===== src/rtl/tdm_dch_pkg.sv =====
package tdm_dch_pkg;
  localparam int unsigned DCH_W = 8;
  typedef logic [DCH_W-1:0] dch_byte_t;
endpackage


===== src/rtl/dch_frame_timer.sv =====
module dch_frame_timer #(
  parameter int unsigned BITS_PER_FRAME = 256,
  parameter int unsigned DCH_SLOT       = 0,
  parameter int unsigned FAST_GROUP     = 4,
  parameter int unsigned SLOW_GROUP     = 8
) (
  input  logic clk,
  input  logic rst_n,
  input  logic slow_mode,
  input  logic frame_n,
  output logic pulse,
  output logic swap_en,
  output logic dbit_en,
  output logic byte_done
);
  localparam int unsigned CNT_W = $clog2(BITS_PER_FRAME);
  localparam int unsigned FRM_W = $clog2(SLOW_GROUP);
  localparam logic [CNT_W-1:0] D_FIRST   = CNT_W'(DCH_SLOT * 8);
  localparam logic [CNT_W-1:0] D_SECOND  = CNT_W'(DCH_SLOT * 8 + 1);
  localparam logic [CNT_W-1:0] LAST_CELL = CNT_W'(BITS_PER_FRAME - 1);
  localparam logic [FRM_W-1:0] FAST_LAST = FRM_W'(FAST_GROUP - 1);
  localparam logic [FRM_W-1:0] SLOW_LAST = FRM_W'(SLOW_GROUP - 1);

  logic [CNT_W-1:0] bit_cnt, bit_cnt_n;
  logic [FRM_W-1:0] frm_cnt, frm_cnt_n;
  logic             synced, synced_n;
  logic             grp_end;
  logic             last_dbit;

  assign pulse     = ~frame_n;
  assign grp_end   = frm_cnt >= (slow_mode ? SLOW_LAST : FAST_LAST);
  assign swap_en   = pulse & (~synced | grp_end);
  assign dbit_en   = synced & ((bit_cnt == D_FIRST) | (~slow_mode & (bit_cnt == D_SECOND)));
  assign last_dbit = synced & (bit_cnt == (slow_mode ? D_FIRST : D_SECOND));
  assign byte_done = last_dbit & grp_end;

  always_comb begin
    bit_cnt_n = bit_cnt;
    frm_cnt_n = frm_cnt;
    synced_n  = synced;
    if (pulse) begin
      bit_cnt_n = '0;
      frm_cnt_n = (~synced | grp_end) ? '0 : frm_cnt + FRM_W'(1);
      synced_n  = 1'b1;
    end else if (synced) begin
      bit_cnt_n = (bit_cnt == LAST_CELL) ? '0 : bit_cnt + CNT_W'(1);
    end
  end

  always_ff @(posedge clk or negedge rst_n) begin
    if (!rst_n) begin
      bit_cnt <= '0;
      frm_cnt <= '0;
      synced  <= 1'b0;
    end else begin
      bit_cnt <= bit_cnt_n;
      frm_cnt <= frm_cnt_n;
      synced  <= synced_n;
    end
  end

  // a frame pulse always restarts the frame at cell 0
  assert_pulse_restarts_R2: assert property (@(posedge clk) disable iff (!rst_n)
    pulse |=> (bit_cnt == '0) && synced);
  // a byte completes only in a D-channel bit cell
  assert_done_in_slot_R5: assert property (@(posedge clk) disable iff (!rst_n)
    byte_done |-> dbit_en);
endmodule


===== src/rtl/dch_serial_port.sv =====
module dch_serial_port
  import tdm_dch_pkg::*;
(
  input  logic      clk,
  input  logic      rst_n,
  input  logic      dbit_en,
  input  logic      byte_done,
  input  logic      swap_en,
  input  logic      rx_bit,
  input  logic      wr_hit,
  input  dch_byte_t wdata,
  output logic      tx_bit,
  output dch_byte_t rd_byte
);
  dch_byte_t tx_hold, tx_hold_n;
  dch_byte_t tx_shift, tx_shift_n;
  dch_byte_t shadow, shadow_n;
  dch_byte_t rd_reg, rd_reg_n;
  dch_byte_t rx_next;

  assign rx_next = {shadow[DCH_W-2:0], rx_bit};
  assign tx_bit  = tx_shift[DCH_W-1];
  assign rd_byte = rd_reg;

  always_comb begin
    tx_hold_n  = wr_hit ? wdata : tx_hold;
    tx_shift_n = tx_shift;
    if (swap_en)      tx_shift_n = tx_hold;
    else if (dbit_en) tx_shift_n = {tx_shift[DCH_W-2:0], 1'b1};
    shadow_n   = dbit_en ? rx_next : shadow;
    rd_reg_n   = byte_done ? rx_next : rd_reg;
  end

  always_ff @(posedge clk or negedge rst_n) begin
    if (!rst_n) begin
      tx_hold  <= '1;
      tx_shift <= '1;
      shadow   <= '0;
      rd_reg   <= '0;
    end else begin
      tx_hold  <= tx_hold_n;
      tx_shift <= tx_shift_n;
      shadow   <= shadow_n;
      rd_reg   <= rd_reg_n;
    end
  end

  // the group swap loads the byte the processor left in the write register
  assert_swap_loads_R4: assert property (@(posedge clk) disable iff (!rst_n)
    (swap_en && !dbit_en) |=> tx_shift == $past(tx_hold));
  // the read register holds between byte completions
  assert_rd_holds_R5: assert property (@(posedge clk) disable iff (!rst_n)
    !byte_done |=> $stable(rd_reg));
endmodule


===== src/rtl/dch_irq_ctrl.sv =====
module dch_irq_ctrl (
  input  logic clk,
  input  logic rst_n,
  input  logic byte_done,
  input  logic acc_hit,
  input  logic pulse,
  output logic irq
);
  logic irq_q, irq_n;

  always_comb begin
    irq_n = irq_q;
    if (byte_done)             irq_n = 1'b1;
    else if (acc_hit || pulse) irq_n = 1'b0;
  end

  always_ff @(posedge clk or negedge rst_n) begin
    if (!rst_n) irq_q <= 1'b0;
    else        irq_q <= irq_n;
  end

  assign irq = irq_q;

  // a completed byte raises the line in the following cell
  assert_irq_set_R6: assert property (@(posedge clk) disable iff (!rst_n)
    byte_done |=> irq_q);
  // the line never rises without a completed byte
  assert_irq_rise_src_R7: assert property (@(posedge clk) disable iff (!rst_n)
    $rose(irq_q) |-> $past(byte_done));
  // an access to the register drops the line
  assert_irq_clr_access_R8: assert property (@(posedge clk) disable iff (!rst_n)
    (acc_hit && !byte_done) |=> !irq_q);
  // a frame pulse drops the line
  assert_irq_clr_pulse_R9: assert property (@(posedge clk) disable iff (!rst_n)
    (pulse && !byte_done) |=> !irq_q);
endmodule


===== src/rtl/tdm_dch_ctrl.sv =====
module tdm_dch_ctrl
  import tdm_dch_pkg::*;
#(
  parameter int unsigned BITS_PER_FRAME = 256,
  parameter int unsigned DCH_SLOT       = 0,
  parameter int unsigned FAST_GROUP     = 4,
  parameter int unsigned SLOW_GROUP     = 8,
  parameter int unsigned ADDR_W         = 8,
  parameter logic [ADDR_W-1:0] DCH_ADDR = 8'h04
) (
  input  logic              clk,
  input  logic              rst_n,
  input  logic              slow_mode,
  input  logic              frame_n,
  input  logic              rx_data,
  input  logic [ADDR_W-1:0] bus_addr,
  input  logic              bus_rd,
  input  logic              bus_wr,
  input  logic [DCH_W-1:0]  bus_wdata,
  output logic [DCH_W-1:0]  bus_rdata,
  output logic              tx_data,
  output logic              tx_oe,
  output logic              irq
);
  logic [1:0] rst_pipe;
  logic       core_rst_n;
  logic       addr_hit, acc_hit, wr_hit;
  logic       pulse, swap_en, dbit_en, byte_done, tx_bit;
  dch_byte_t  rd_byte;

  always_ff @(posedge clk or negedge rst_n) begin
    if (!rst_n) rst_pipe <= 2'b00;
    else        rst_pipe <= {rst_pipe[0], 1'b1};
  end
  assign core_rst_n = rst_pipe[1];

  assign addr_hit  = (bus_addr == DCH_ADDR);
  assign acc_hit   = addr_hit & (bus_rd | bus_wr);
  assign wr_hit    = addr_hit & bus_wr;
  assign bus_rdata = (addr_hit & bus_rd) ? rd_byte : '0;
  assign tx_oe     = dbit_en;
  assign tx_data   = dbit_en & tx_bit;

  dch_frame_timer #(
    .BITS_PER_FRAME(BITS_PER_FRAME),
    .DCH_SLOT      (DCH_SLOT),
    .FAST_GROUP    (FAST_GROUP),
    .SLOW_GROUP    (SLOW_GROUP)
  ) i_timer (
    .clk      (clk),
    .rst_n    (core_rst_n),
    .slow_mode(slow_mode),
    .frame_n  (frame_n),
    .pulse    (pulse),
    .swap_en  (swap_en),
    .dbit_en  (dbit_en),
    .byte_done(byte_done)
  );

  dch_serial_port i_port (
    .clk      (clk),
    .rst_n    (core_rst_n),
    .dbit_en  (dbit_en),
    .byte_done(byte_done),
    .swap_en  (swap_en),
    .rx_bit   (rx_data),
    .wr_hit   (wr_hit),
    .wdata    (bus_wdata),
    .tx_bit   (tx_bit),
    .rd_byte  (rd_byte)
  );

  dch_irq_ctrl i_irq (
    .clk      (clk),
    .rst_n    (core_rst_n),
    .byte_done(byte_done),
    .acc_hit  (acc_hit),
    .pulse    (pulse),
    .irq      (irq)
  );

  // the enable stays low until the first frame pulse has been seen
  assert_no_oe_before_sync_R1: assert property (@(posedge clk) disable iff (!core_rst_n)
    ($past(core_rst_n) && !$past(core_rst_n, 2)) |-> !tx_oe);
endmodule


===== config.mk =====
export PLATFORM = sky130hd
export DESIGN_NAME = tdm_dch_ctrl
export DESIGN_NICKNAME = d
export VERILOG_FILES = /design/src/rtl/tdm_dch_pkg.sv /design/src/rtl/dch_frame_timer.sv /design/src/rtl/dch_serial_port.sv /design/src/rtl/dch_irq_ctrl.sv /design/src/rtl/tdm_dch_ctrl.sv
export SDC_FILE = /design/constraint.sdc
export NUM_CORES = 1
export LEC_CHECK = 0
export BUFFER_PORTS_ARGS = -buffer_cell sky130_fd_sc_hd__buf_2
export CAP_MARGIN = 0
export CELL_PAD_IN_SITES_DETAIL_PLACEMENT = 0
export CELL_PAD_IN_SITES_GLOBAL_PLACEMENT = 1
export CORE_ASPECT_RATIO = 2
export CORE_MARGIN = 2
export CORE_UTILIZATION = 30
export CTS_CLUSTER_DIAMETER = 100
export DETAILED_ROUTE_END_ITERATION = 8
export HOLD_SLACK_MARGIN = 0.08
export PLACE_DENSITY_LB_ADDON = 0.1
export SLEW_MARGIN = 20
export SYNTH_ARGS = -nofsm -noshare
export SYNTH_HDL_FRONTEND = slang
export SYNTH_SLANG_ARGS = --single-unit

===== constraint.sdc =====
create_clock -name clk -period 2.4 [get_ports clk]
set_input_delay 0.6 -clock clk [delete_from_list [all_inputs] [get_ports clk]]
set_output_delay 0.6 -clock clk [all_outputs]
set_load 0.01 [all_outputs]

==> summary.md, run 1 <==
| Metric | Value |
|---|---|
| WL per Instance | 14.34 um |
| Total clock sinks | 46 |
| Routed via count | 1454 |
| Number of global-route vias before repair | 1530 |
| Critical Path AT | 1.81 ns |
| Post-synthesis cell type count | 36 |
| Placeable Area | 7212 um^2 |
| Worst slew margin | 37.16% |
| Yosys top cell by area | dfrtp_1 |
| Seq pwr share | 48.6% |
| H-tree levels | 2 |
| Die Y | 125.2 um |
| Hold Vio Cnt, Final | 0 |
| Vias per cell | 4.660 |
| Top FF cell, synth | dfrtp_1 |
| Pwr Total | 0.002525 W |
| Worst-path cell chain | buf_6 > or4_4 > nor3_2 > buf_4 > and2_1 > buf_2 |
| Leakage | 1.296 nW |
| Final-report max-slew violation count | 0 |
| RSZ-0062 raised after global routing | true |
| Worst R2R Start | i_timer.bit_cnt[2] |
| Width of the chip | 64.60 um |
| Fmax achieved | 0.4153 GHz |
| Total wire length | 4474 um |
| Ys Warns | 0 |
| Top Ports | 34 |
| Hold Slack | 0.3511 ns |
| XOR/XNOR Fraction of Synth Area | 1.988% |
| Top cells by count, synth | dfrtp_1 (30), dfstp_2 (16), mux2_4 (16), and2_1 (14), nand2_1 (10) |
| Avg Inst Size Synth | 12.38 um^2 |
| Switch Pwr | 0.0007015 W |
| CTS tree | done |
| Maxcap violations | 0 |
| Die Area | 8088 um^2 |
| Min cycle time layout | 2.408 ns |
| Initial Util | 30.55% |
| Cts bufs inserted | 5 |
| # rows | 44 |
| TNS Setup | -0.02196 ns |
| Drt first pass iters | 4 |
| Async S/R FF share, synth | 100.0% |
| Status | finished with violations |
| Setup-failing EPs final | 6 |
| Initial antenna violation count | 0 |
| Critical Path RT | 1.80 ns |
| HP Class | reg2reg |
| Worst r2r path cells | 5 |
| Synth-to-Final Area Change | 21.24% |
| Mapped cell area | 2203 um^2 |
| Clock Latency Late Sink | 0.29 ns |
| ANT nets after route | 0 |
| HPWL Detailed | 3245 um |
| P per Cell Area | 945.4 nW/um^2 |
| Seq/Total Area, Yosys | 53.15% |
| Final clock skew | 0.004093 ns |
| Final worst path period share | 100.3% |
| Crit start category | primary input |
| DR iter-0 viols | 73 |
| Most frequent cell after synthesis | dfrtp_1 |
| EDFF count, synth | 0 |
| Post-Synth Simple-Gate Area | 14.08% |
| Adder-cell area share of the yosys netlist | 2.839% |
| Hold Path Depth | 0 |
| Critical path buffer and inverter count | 3 |
| Family with the most delay on the worst path | simple AND/OR/NAND/NOR gates |
| Critical path class | in2out |
| Compound-Gate Fraction of Synth Area | 6.190% |
| Residual DRC | 0 |
| Maximum VDD drop | 0.2967 mV |
| Grt ovf | 0 |
| First-pass GRT wire length | 7417 um |
| Worst Path Max Fanout | 9 |
| Slowest cell on crit path | or4_4 |
| Largest net degree at the start of global routing | 45 |
| Maximum clock insertion buffer count | 2 |
| PortBufs | 33 |
| Stages on worst setup path | 6 |
| Share of cells above drive strength 1 | 42.73% |
| Fillers | 706 |
| Cell Int Power | 0.001824 W |
| Hold_sp | rst_pipe[0] |
| Fin nets | 247 |
| Worst slew pin tran | 0.9425 ns |
| Sw frac | 27.78% |
| Gr usage total | 12.03% |
| Failing checks | negative setup slack |
| Clock root cell | clkbuf_16 |
| Clock-pin slew on the worst setup and hold paths | 0.06 ns |
| Clock power share | 26.9% |
| GPL Wtd Cong | 0.7178 |
| Crit. Startpoint | bus_addr[5] |
| Yosys reg bits | 46 |
| Syn Nets | 206 |
| Top cell type's share of synthesized area | 34.07% |
| Largest family of logic cells by synthesized area | multiplexers |
| Mapped Cells | 178 |
| Dominant cells by area after synthesis | dfrtp_1 (34%), dfstp_2 (19%), mux2_4 (11%) |
| Setup ws final | -0.007698 ns |
| Max stage delay on crit path | 0.52 ns |
| Multiplexer share of the synthesized area | 18.63% |
| Ant. Diodes | 0 |
| Critical Path Sink Type | primary output |
| Comb power frac | 24.4% |
[per-stage QoR]
stage | util, % | setup slack, ns | instances | instance area, um^2
floorplan | - | 0.04706 | 178 | 2203
global placement | 34.61 | -0.01566 | 302 | 2496
detailed placement | 34.61 | -0.06652 | 302 | 2496
CTS | 36.92 | -0.02481 | 311 | 2663
global route | 37.04 | -0.06166 | 312 | 2671
finish | 37.04 | -0.007698 | 312 | 2671
[worst paths after layout]
path | to | slack, ns
min in group asynchronous | i_timer.frm_cnt[1] | 0.41
max in group asynchronous | i_timer.bit_cnt[1] | 1.33
worst max register to register | i_port.rd_byte[1] | 0.47
worst max-delay path | bus_rdata[0] | -0.008
worst min-delay path | rst_pipe[1] | 0.35
worst min register to register | rst_pipe[1] | 0.35
[worst register-to-register path: cells and delay by family (launching register included)]
family,cells,cell delay (ns)
AOI/OAI and AO/OA,1,0.40
buffers and inverters,1,0.16
DFF,1,0.45
muxes,1,0.30
and+or+nand+nor,2,0.50
[cell families (layout without fill, tap and decap cells)]
kind of cell | count (synthesis) | in the layout
muxes | 32 | 32
and+or+nand+nor | 56 | 56
DFF | 46 | 46
AOI/OAI and AO/OA | 20 | 20
buffers and inverters | 13 | 55
adders and majority gates | 5 | 5
xor gates and xnor gates | 5 | 5
other | 1 | 1
[state kept, by name, indices dropped and copies added, names as in the netlist]
name and cells:
i_port.rd_byte 8, i_port.tx_hold 8, i_port.tx_shift 8, i_timer.bit_cnt 8, i_port.shadow 7, i_timer.frm_cnt 3
rst_pipe 2, i_irq.irq 1, i_timer.synced 1
[final cells by class]
cell class | count | area (um^2) | area share [%]
inverters | 7 | 26.28 | 0.9836
clock buffers | 5 | 125.1 | 4.684
multi-input cells | 119 | 972.2 | 36.39
flip-flops and latches | 46 | 1174 | 43.93
repair buffers | 40 | 239.0 | 8.946
clock inverters | 3 | 20.02 | 0.7494
well taps | 92 | 115.1 | 4.309
[power groups by stage]
stage                     Clock, W  Sequential (W)  Combinational (W)
final                     0.000680         0.00123           0.000617
after global routing      0.000746         0.00126           0.000691
after CTS                 0.000711         0.00123           0.000627
after detailed placement         0         0.00125           0.000622
after global placement           0         0.00124           0.000600
after floorplan                  0         0.00119           0.000489
[cell usage in the layout (no fill, tap or decap), types with 2 or more instances in the layout]
cell type  Yosys  final
nand3_1        6      6
nor2b_1        4      4
ha_1           5      5
buf_4          0      5
inv_1          7      7
mux2_4        16     16
mux2i_1        8      8
and3_1         3      3
xnor2_1        5      5
dfrtp_1       30     28
o21ai_0        4      4
nand2_1       10     10
and2_1        14     14
a21oi_1        8      8
buf_2          1     32
nand4_1        2      2
dfrtp_2        0      2
mux2_2         8      8
nor3_1         3      2
clkbuf_16      0      5
nor2_1         8      8
dfstp_2       16     16
[what timing repair did]
action                                  in CTS  in global routing
hold endpoints to repair                     2                  0
gates resized for setup                      2                  1
endpoints found under the setup margin       8                  9
setup buffers                                0                  1
hold buffers                                 1                  0
[per-layer routing]
layer | GRT usage (%) | vias to the layer above | part of all wire, %
li1 | - | 704 | -
met1 | 13.05 | 725 | 39
met2 | 21.32 | 20 | 56
met3 | 2.788 | 5 | 2.9
met4 | 6.008 | 0 | 2.2
met5 | 0 | - | 0
(Power assumes the default switching activity.)
==> run 2, diff against run 1 <==
--- a/config.mk
+++ b/config.mk
@@ -10,12 +10,12 @@
 export CELL_PAD_IN_SITES_DETAIL_PLACEMENT = 0
 export CELL_PAD_IN_SITES_GLOBAL_PLACEMENT = 1
 export CORE_ASPECT_RATIO = 2
-export CORE_MARGIN = 2
+export CORE_MARGIN = 8
 export CORE_UTILIZATION = 30
 export CTS_CLUSTER_DIAMETER = 100
 export DETAILED_ROUTE_END_ITERATION = 8
 export HOLD_SLACK_MARGIN = 0.08
-export PLACE_DENSITY_LB_ADDON = 0.1
+export PLACE_DENSITY = 0.55
 export SLEW_MARGIN = 20
 export SYNTH_ARGS = -nofsm -noshare
 export SYNTH_HDL_FRONTEND = slang
==> run 2 against run 1 <==
  * The flow still finishes with violations (negative setup slack)
  * Clock power up 7.6%
  * Combinational power down 1%
  * Cell area up 1.5%
==> summary.md, run 2 (synthesis results as in run 1) <==
| Metric | Value |
|---|---|
| Grt ovf | 0 |
| Setup-failing EPs final | 1 |
| Synth-to-Final Area Change | 23.00% |
| Clock root cell | clkbuf_16 |
| Fillers | 740 |
| ANT nets after route | 0 |
| Most frequent cells in the layout | buf_2 (32), dfrtp_1 (28), mux2_4 (16), dfstp_2 (16), and2_1 (14) |
| Gr usage total | 9.666% |
| Width of the chip | 76.60 um |
| Critical path class | in2out |
| Worst Path Max Fanout | 9 |
| PortBufs | 33 |
| # rows | 44 |
| Residual DRC | 0 |
| H-tree levels | 2 |
| Worst slew pin tran | 0.7243 ns |
| WL per Instance | 14.49 um |
| Final clock skew | 0.002767 ns |
| First-pass GRT wire length | 8024 um |
| Clock Latency Late Sink | 0.29 ns |
| Uppermost layer routed | met4 |
| Maximum clock insertion buffer count | 2 |
| Total clock sinks | 46 |
| Worst r2r path cells | 5 |
| Status | finished with violations |
| Post-Layout Cell Count | 315 |
| Worst-path cell chain | buf_6 > or4_4 > nor3_2 > buf_4 > and2_1 > buf_2 |
| Maximum VDD drop | 0.3000 mV |
| Leakage | 1.315 nW |
| Final-report max-slew violation count | 0 |
| WL met1 | 1744 um |
| Clock-pin slew on the worst setup and hold paths | 0.06 ns |
| Cts bufs inserted | 5 |
| Placed cell count | 304 |
| WL met3 | 259 um |
| Hold Vio Cnt, Final | 0 |
| Die Y | 137.2 um |
| GPL Wtd Cong | 0.7938 |
| Routed via count | 1456 |
| Seq. cell area | 1174 um^2 |
| Ant. Diodes | 0 |
| Largest net degree at the start of global routing | 34 |
| Cell Int Power | 0.001884 W |
| Maxcap violations | 0 |
| Initial Util | 30.55% |
| Sw frac | 26.48% |
| Total wire length | 4565 um |
| Failing checks | negative setup slack |
| Critical Path RT | 1.80 ns |
| CTS tree | done |
| Final worst path period share | 100.2% |
| Comb power frac | 23.8% |
| Clock power share | 28.6% |
| RSZ-0062 raised after global routing | true |
| P per Cell Area | 945.4 nW/um^2 |
| Fin nets | 250 |
| Max stage delay on crit path | 0.53 ns |
| Seq pwr share | 47.6% |
| Vias per cell | 4.622 |
| DR WL met2 | 2467 um |
| Number of global-route vias before repair | 1607 |
| TNS Setup | -0.004321 ns |
| Multi-input gate area | 975.9 um^2 |
| Crit start category | primary input |
| HP Class | reg2async |
| DR iter-0 viols | 46 |
| Placeable Area | 7212 um^2 |
| Slowest cell on crit path | or4_4 |
| Critical Path Sink Type | primary output |
| Drt first pass iters | 4 |
| Setup ws final | -0.004321 ns |
| Switch Pwr | 0.0006785 W |
| HPWL Detailed | 3338 um |
| Die Area | 10510 um^2 |
| Critical Path AT | 1.80 ns |
| Share of cells above drive strength 1 | 43.05% |
| Commonest non-fill, non-tap cell in the layout | buf_2 |
| Top Ports | 34 |
| Initial antenna violation count | 0 |
| Worst slew margin | 51.71% |
| Min cycle time layout | 2.404 ns |
| Fmax achieved | 0.4159 GHz |
==> run 2: what timing repair did <==
item                                   in CTS  in global routing
setup buffers                               1                  1
hold buffers                                1                  0
gates resized for setup                     3                  1
setup endpoints to repair                   8                  9
endpoints found under the hold margin       2                  0
==> run 2: area by class of cell <==
cell class | count | share of cell area, %
Clock buffer | 8 | 5.817
Inverter | 7 | 0.9695
Multi-Input combinational cell | 119 | 36.01
Sequential cell | 46 | 43.31
Tap cell | 92 | 4.247
Timing Repair Buffer | 43 | 9.649
==> run 2: power by group through the flow <==
stage / Combinational [W] / Sequential, W / Clock, W
finish: 0.000610 / 0.00122 / 0.000732
global route: 0.000697 / 0.00126 / 0.000794
CTS: 0.000620 / 0.00123 / 0.000765
detailed placement: 0.000616 / 0.00124 / 0
global placement: 0.000609 / 0.00124 / 0
floorplan: 0.000489 / 0.00119 / 0
==> run 2: final timing paths <==
check,from,endpoint,slack (ns)
worst max-delay path,bus_addr[5],bus_rdata[4],-0.004
worst min-delay path,rst_pipe[1],i_port.shadow[0],0.33
worst max register to register,i_timer.bit_cnt[2],i_port.rd_byte[2],0.49
worst min register to register,rst_pipe[1],i_port.shadow[0],0.33
max in group asynchronous,rst_pipe[1],i_port.tx_hold[1],1.34
min in group clk,rst_pipe[0],rst_pipe[1],0.35
==> run 2: per-stage QoR <==
stage / total power, W / hold WS, ns / area [um^2] / utilization (%) / setup WS (ns)
after global placement: 0.001849 / 0.3368 / 2511 / 34.82 / -0.02401
after CTS: 0.002614 / 0.3548 / 2701 / 37.46 / -0.009719
after floorplan: 0.001679 / 0.3044 / 2203 / - / 0.04706
after global routing: 0.002750 / 0.3570 / 2710 / 37.58 / -0.07442
after detailed placement: 0.001856 / 0.3417 / 2511 / 34.82 / -0.03891
final: 0.002562 / 0.3326 / 2710 / 37.58 / -0.004321
==> run 2: routing by layer <==
| metal | up-vias | track usage (%) |
|---|---|---|
| met5 | - | 0 |
| met1 | 719 | 9.382 |
| li1 | 702 | - |
| met3 | 5 | 3.399 |
| met4 | 0 | 5.172 |
| met2 | 30 | 17.54 |
==> run 2: worst max-delay path, delay by kind of cell <==
family / cells / cell delay (ns)
buf+inv: 3 / 0.39
simple gates: 3 / 0.82
